File: src/rtl/gate_seq_pkg.sv
package gate_seq_pkg;

   typedef enum logic [1:0] {
      GOAL_LOW  = 2'd0,
      GOAL_MID  = 2'd1,
      GOAL_HIGH = 2'd2
   } goal_e;

   typedef enum logic [2:0] {
      ST_IDLE    = 3'd0,
      ST_WAIT_H  = 3'd1,
      ST_HIGH    = 3'd2,
      ST_WAIT_L  = 3'd3,
      ST_WAIT_DE = 3'd4,
      ST_LOW     = 3'd5,
      ST_DE_ON   = 3'd6,
      ST_DE_OFF  = 3'd7
   } seq_st_e;

endpackage

File: src/rtl/gs_cmd_decode.sv
module gs_cmd_decode
   import gate_seq_pkg::*;
(
   input  logic [1:0] code,
   output goal_e      goal
);
   // both codes with bit 0 set select the mid level
   always_comb begin
      case (code)
         2'b00:   goal = GOAL_LOW;
         2'b10:   goal = GOAL_HIGH;
         default: goal = GOAL_MID;
      endcase
   end
endmodule

File: src/rtl/gs_step_timer.sv
module gs_step_timer #(
   parameter int LIMIT = 2
) (
   input  logic clk,
   input  logic rst_n,
   input  logic clr,
   input  logic inc,
   output logic done
);
   localparam int W = (LIMIT < 1) ? 1 : $clog2(LIMIT + 1);
   localparam logic [W-1:0] LIM = W'(LIMIT);

   logic [W-1:0] cnt_q;

   assign done = (cnt_q == LIM);

   always_ff @(posedge clk or negedge rst_n) begin
      if (!rst_n)            cnt_q <= '0;
      else if (clr)          cnt_q <= '0;
      else if (inc && !done) cnt_q <= cnt_q + 1'b1;
   end
endmodule

File: src/rtl/gs_sequencer.sv
module gs_sequencer
   import gate_seq_pkg::*;
(
   input  logic    clk,
   input  logic    rst_n,
   input  logic    run,
   input  goal_e   goal,
   input  logic    dead_qual,
   input  logic    dead_done,
   input  logic    tmo_done,
   input  logic    blank_done,
   input  logic    zero_cross,
   output seq_st_e st_q,
   output logic    st_chg
);
   seq_st_e st_d;
   logic    low_go;

   assign low_go = (dead_qual && dead_done) || tmo_done;
   assign st_chg = (st_d != st_q);

   always_comb begin
      st_d = st_q;
      if (!run) begin
         st_d = ST_IDLE;
      end else begin
         case (st_q)
            ST_IDLE: begin
               case (goal)
                  GOAL_HIGH: st_d = ST_WAIT_H;
                  GOAL_LOW:  st_d = ST_WAIT_L;
                  default:   st_d = ST_WAIT_DE;
               endcase
            end
            ST_WAIT_H: begin
               if (goal == GOAL_LOW)           st_d = ST_WAIT_L;
               else if (goal == GOAL_MID)      st_d = ST_WAIT_DE;
               else if (dead_qual && dead_done) st_d = ST_HIGH;
            end
            ST_HIGH: begin
               if (goal == GOAL_LOW)      st_d = ST_WAIT_L;
               else if (goal == GOAL_MID) st_d = ST_WAIT_DE;
            end
            ST_WAIT_L: begin
               if (goal == GOAL_HIGH)     st_d = ST_WAIT_H;
               else if (goal == GOAL_MID) st_d = ST_WAIT_DE;
               else if (low_go)           st_d = ST_LOW;
            end
            ST_WAIT_DE: begin
               if (goal == GOAL_HIGH)     st_d = ST_WAIT_H;
               else if (goal == GOAL_LOW) st_d = ST_WAIT_L;
               else if (low_go)           st_d = ST_DE_ON;
            end
            ST_LOW: begin
               if (goal == GOAL_HIGH)     st_d = ST_WAIT_H;
               else if (goal == GOAL_MID) st_d = ST_DE_ON;
            end
            ST_DE_ON: begin
               if (goal == GOAL_HIGH)              st_d = ST_WAIT_H;
               else if (goal == GOAL_LOW)          st_d = ST_LOW;
               else if (blank_done && zero_cross)  st_d = ST_DE_OFF;
            end
            default: begin
               if (goal == GOAL_HIGH)     st_d = ST_WAIT_H;
               else if (goal == GOAL_LOW) st_d = ST_WAIT_L;
            end
         endcase
      end
   end

   always_ff @(posedge clk or negedge rst_n) begin
      if (!rst_n) st_q <= ST_IDLE;
      else        st_q <= st_d;
   end
endmodule

File: src/rtl/gate_seq.sv
module gate_seq
   import gate_seq_pkg::*;
#(
   parameter int DEAD_CYC  = 2,
   parameter int BLANK_CYC = 25,
   parameter int TMO_CYC   = 100,
   parameter bit SW_QUAL   = 1'b1
) (
   input  logic       clk,
   input  logic       rst_n,
   input  logic       en,
   input  logic       force_off,
   input  logic [1:0] pwm_cmd,
   input  logic       sw_low,
   input  logic       zero_cross,
   input  logic       hg_off,
   input  logic       lg_off,
   output logic       drvh,
   output logic       drvl
);
   if (DEAD_CYC < 0) begin : g_bad_dead
      $error("DEAD_CYC must not be negative");
   end
   if (TMO_CYC <= DEAD_CYC) begin : g_bad_tmo
      $error("TMO_CYC must exceed DEAD_CYC");
   end
   if (BLANK_CYC < 1) begin : g_bad_blank
      $error("BLANK_CYC must be at least 1");
   end

   goal_e   goal;
   seq_st_e st_q;
   logic    st_chg, run, low_ok, in_wh, in_wl, in_de;
   logic    dead_qual, dead_done, tmo_done, blank_done;

   assign run = en && !force_off;

   if (SW_QUAL) begin : g_qual_sw
      assign low_ok = hg_off && sw_low;
   end else begin : g_qual_gate
      assign low_ok = hg_off;
   end

   assign in_wh     = (st_q == ST_WAIT_H);
   assign in_wl     = (st_q == ST_WAIT_L) || (st_q == ST_WAIT_DE);
   assign in_de     = (st_q == ST_DE_ON);
   assign dead_qual = (in_wh && lg_off) || (in_wl && low_ok);

   gs_cmd_decode u_dec (.code(pwm_cmd), .goal(goal));

   gs_step_timer #(.LIMIT(DEAD_CYC)) u_dead (
      .clk(clk), .rst_n(rst_n), .clr(st_chg || !dead_qual),
      .inc(dead_qual), .done(dead_done));

   gs_step_timer #(.LIMIT(TMO_CYC)) u_tmo (
      .clk(clk), .rst_n(rst_n), .clr(st_chg),
      .inc(in_wl), .done(tmo_done));

   gs_step_timer #(.LIMIT(BLANK_CYC)) u_blank (
      .clk(clk), .rst_n(rst_n), .clr(st_chg),
      .inc(in_de), .done(blank_done));

   gs_sequencer u_seq (
      .clk(clk), .rst_n(rst_n), .run(run), .goal(goal),
      .dead_qual(dead_qual), .dead_done(dead_done), .tmo_done(tmo_done),
      .blank_done(blank_done), .zero_cross(zero_cross),
      .st_q(st_q), .st_chg(st_chg));

   // gating by run takes effect in the same cycle
   assign drvh = run && (st_q == ST_HIGH);
   assign drvl = run && ((st_q == ST_LOW) || (st_q == ST_DE_ON));
endmodule

File: config.mk
export PLATFORM = sky130hd
export DESIGN_NAME = gate_seq
export DESIGN_NICKNAME = d
export VERILOG_FILES = /design/src/rtl/gate_seq_pkg.sv /design/src/rtl/gs_cmd_decode.sv /design/src/rtl/gs_step_timer.sv /design/src/rtl/gs_sequencer.sv /design/src/rtl/gate_seq.sv
export SDC_FILE = /design/constraint.sdc
export NUM_CORES = 1
export LEC_CHECK = 0
export BUFFER_PORTS_ARGS = -buffer_cell sky130_fd_sc_hd__buf_2
export CAP_MARGIN = 20
export CORE_MARGIN = 8
export CORE_UTILIZATION = 59
export CTS_CLUSTER_DIAMETER = 80
export DETAILED_ROUTE_END_ITERATION = 16
export PLACE_DENSITY = 0.79
export RECOVER_POWER = 100
export SYNTH_ARGS = -nofsm -noshare
export SYNTH_HDL_FRONTEND = slang
export SYNTH_HIERARCHICAL = 1
export SYNTH_SLANG_ARGS = --single-unit
File: constraint.sdc
create_clock -name clk -period 4.42 [get_ports clk]
set_clock_uncertainty 0.15 [all_clocks]
set_input_delay 0.221 -clock clk [delete_from_list [all_inputs] [get_ports clk]]
set_output_delay 0.221 -clock clk [all_outputs]
set_load 0.02 [all_outputs]
==> summary.txt <==
Global route
  – Largest net degree at the start of global routing: 30
  – Initial antenna violation count: 0
  – Vias in the first global route: 1,200
  – Gr ovfl total: 0
  – First-pass GRT wire length: ~5200 um
  – GRT Util Overall: 0.151

Setup path
  – R2R depth: 12
  – CP max FO: 29
  – CP required: 4.51 ns
  – WP data arrival: 3.97 ns
  – CP startpoint kind: flop
  – R2r startpoint: u_seq/st_q[1]
  – Reg2reg setup slack: roughly 0.54 ns
  – Worst setup EP type: flop
  – R2r endpoint: u_dead/cnt_q[1]
  – Setup CP Type: flop to flop

Finish
  – Antenna Cells: 0
  – Commonest non-fill, non-tap cell in the layout: dfrtp_1
  – Fin area: roughly 1500 sq um
  – Nets: about 190
  – Layout cells sized above 1: 0.150
  – Most frequent cells in the layout: dfrtp_1, nor2_1, nand2_1, o21ai_0
  – Area delta synth->final: 3.92%
  – Layout fillers: between 200 and 250

Clock tree
  – CTS buffer count: 3
  – Max clock buf depth: 2
  – # hold bufs at CTS: 1
  – CTS sink cnt: 17
  – Post_cts resized: 0
  – Clk pin slew, worst setup/hold paths: 0.11 ns
  – Number of setup buffers added after CTS: 0
  – Root Buffer: clkbuf_4
  – CTS tree: done
  – # H-tree levels: 1
  – Latest clock arrival within the worst-skew pair: about 0.3 ns

STA
  – Hold Vio Cnt, Final: 0
  – Tightest Pin Transition: 0.934 ns
  – Relative slew slack: 0.378
  – Total negative setup slack: 0 ns
  – Slew Limit Fails: 0
  – Final min period: 3.88 ns
  – Final Cycle Share: 0.878
  – Fmax: approximately 0.26 GHz
  – Final setup viols: 0
  – Unrepaired setup endpoints after global routing: false

Floorplanning
  – Die Height: 65.4 um
  – DIE WIDTH: 65.4 um
  – Core ar.: approximately 2400 sq um
  – FP Rows: 18
  – Starting Density: 0.602
  – DIE AREA: 4270 sq um
  – Num ports: 12

Yosys
  – Ys async rst share: 1.00
  – Flops & latches, synth: 17
  – Synth Area in XOR/XNOR: 0.0305
  – Simple-Gate Fraction of Synth Area: 0.307
  – Seq/Total Area, Yosys: 0.296
  – Synth Area in Compound Gates: 0.217
  – Adder-Cell Fraction of Synth Area: 0.0435
  – Proportion of synthesized area in mux cells: 0.0487
  – Post-synth cell types: 54
  – Main synth FF type: dfrtp_1
  – Synth Instances: 166
  – Top cell type's share of synthesized area: 0.296
  – Synthesized area: 1440 sq um
  – Post-synth top area cell: dfrtp_1
  – Main combinational cell family by area after synthesis: simple AND/OR/NAND/NOR gates
  – Net Count, Synth: 181
  – Yosys warning count: 6
  – Post-Syn Area per Cell: 8.66 sq um
  – Synth area leaders: dfrtp_1, ha_1, mux2_4
  – Post-synth EDFFs: 0

Routing
  – Vias per Instance: 6.03
  – Remaining antenna violation count: 0
  – Pre-antenna DRT Iters: 4
  – WL final: around 3000 um
  – DRC: 0
  – Mean routed wirelength per cell: 14.5 um
  – Initial drt markers: 46
  – Via Count: 1,224

Place
  – Placed Area: around 1500 sq um
  – Placer Congestion: 0.839
  – I/O Buffers: 11
  – Detailed placement HPWL: 2110 um

Status
  – Status: complete, no violations

Hold path
  – WHS Path Cells: 4
  – Worst min path class: input pin to flop
  – Hold Crit Endpoint: u_seq/st_q[2]
  – Hold wc startpoint: force_off

Power
  – Pwr Density: 211 nW/um^2
  – Pleak: ~0.00064 uW
  – Worst IR drop on VDD: 0.000187 V

Run
  – Max Cap Violations: 0
-- final cells by class --
type                       count  area [sq um]  share of cell area
multi-input combinational    130           901               0.603
sequential                    17           425               0.285
timing repair buffer          14          72.6              0.0486
tap                           30          37.5              0.0251
inverter                       8          30.0              0.0201
clock buffer                   3          22.5              0.0151
clock inverter                 1          5.00             0.00335
-- metrics by stage --
step / setup slack, ns / hold slack [ns] / cells / util / total power, uW
finish: 0.541 / 0.139 / 203 / 0.626 / 315
global placement: 0.873 / 0.0153 / 198 / 0.625 / 230
global route: 0.203 / 0.166 / 203 / 0.626 / 333
detailed placement: 0.715 / 0.0194 / 198 / 0.625 / 233
CTS: 0.676 / 0.129 / 203 / 0.641 / 323
floorplan: 1.15 / -0.225 / 166 / - / 215
-- routing by layer --
metal	share of wire	vias up	wire [um]	GRT usage
met2	0.46	35	1360	0.247
met1	0.48	567	1400	0.185
li1	-	618	-	-
met5	0	-	0	0
met4	0.012	0	36	0.0708
met3	0.050	4	149	0.0306
-- worst max-delay path: stages (launching register included) --
cell and delay (ns):
dfrtp_1 0.85, nor2b_1 0.10, a31oi_1 0.21, o22ai_1 0.14, a21o_1 0.23, or4_2 0.64
o41ai_1 0.13, nor3b_1 0.10, nand4b_1 0.38, or2_2 0.39, o32a_1 0.22, nor2b_1 0.13
mux2_1 0.14
-- logic make-up after synthesis --
family,count (synthesis)
buffers and inverters,19
muxes,5
AOI/OAI and AO/OA,42
and+or+nand+nor,73
DFF,17
adders and majority gates,5
xor gates and xnor gates,5
-- worst max-delay path by stage --
stage                   startpoint  depth (start not counted)               to
finish               u_seq/st_q[1]                         12  u_dead/cnt_q[1]
global route         u_seq/st_q[1]                         12  u_dead/cnt_q[1]
CTS                  u_seq/st_q[1]                         12  u_dead/cnt_q[1]
detailed placement   u_seq/st_q[1]                         12  u_dead/cnt_q[1]
global placement     u_seq/st_q[1]                         12  u_dead/cnt_q[0]
floorplan           u_tmo/cnt_q[0]                         13  u_dead/cnt_q[0]
-- synthesized netlist by cell type, types with 7 or more instances --
master,n
dfrtp_1,17
nor2_1,16
nand2_1,10
o21ai_0,9
nor2b_1,8
a21oi_1,7
inv_1,7
nand2b_1,7
nand3_1,7
-- state kept, by name, indices dropped and copies added, names as in the netlist --
register       cells
u_seq/st_q         3
u_blank/cnt_q      5
u_dead/cnt_q       2
u_tmo/cnt_q        7
-- report_power, final --
group          internal [uW]  switching [uW]
Combinational           25.6            35.8
Sequential               158            8.67
Clock                   33.7            53.2
(Power assumes the default switching activity.)
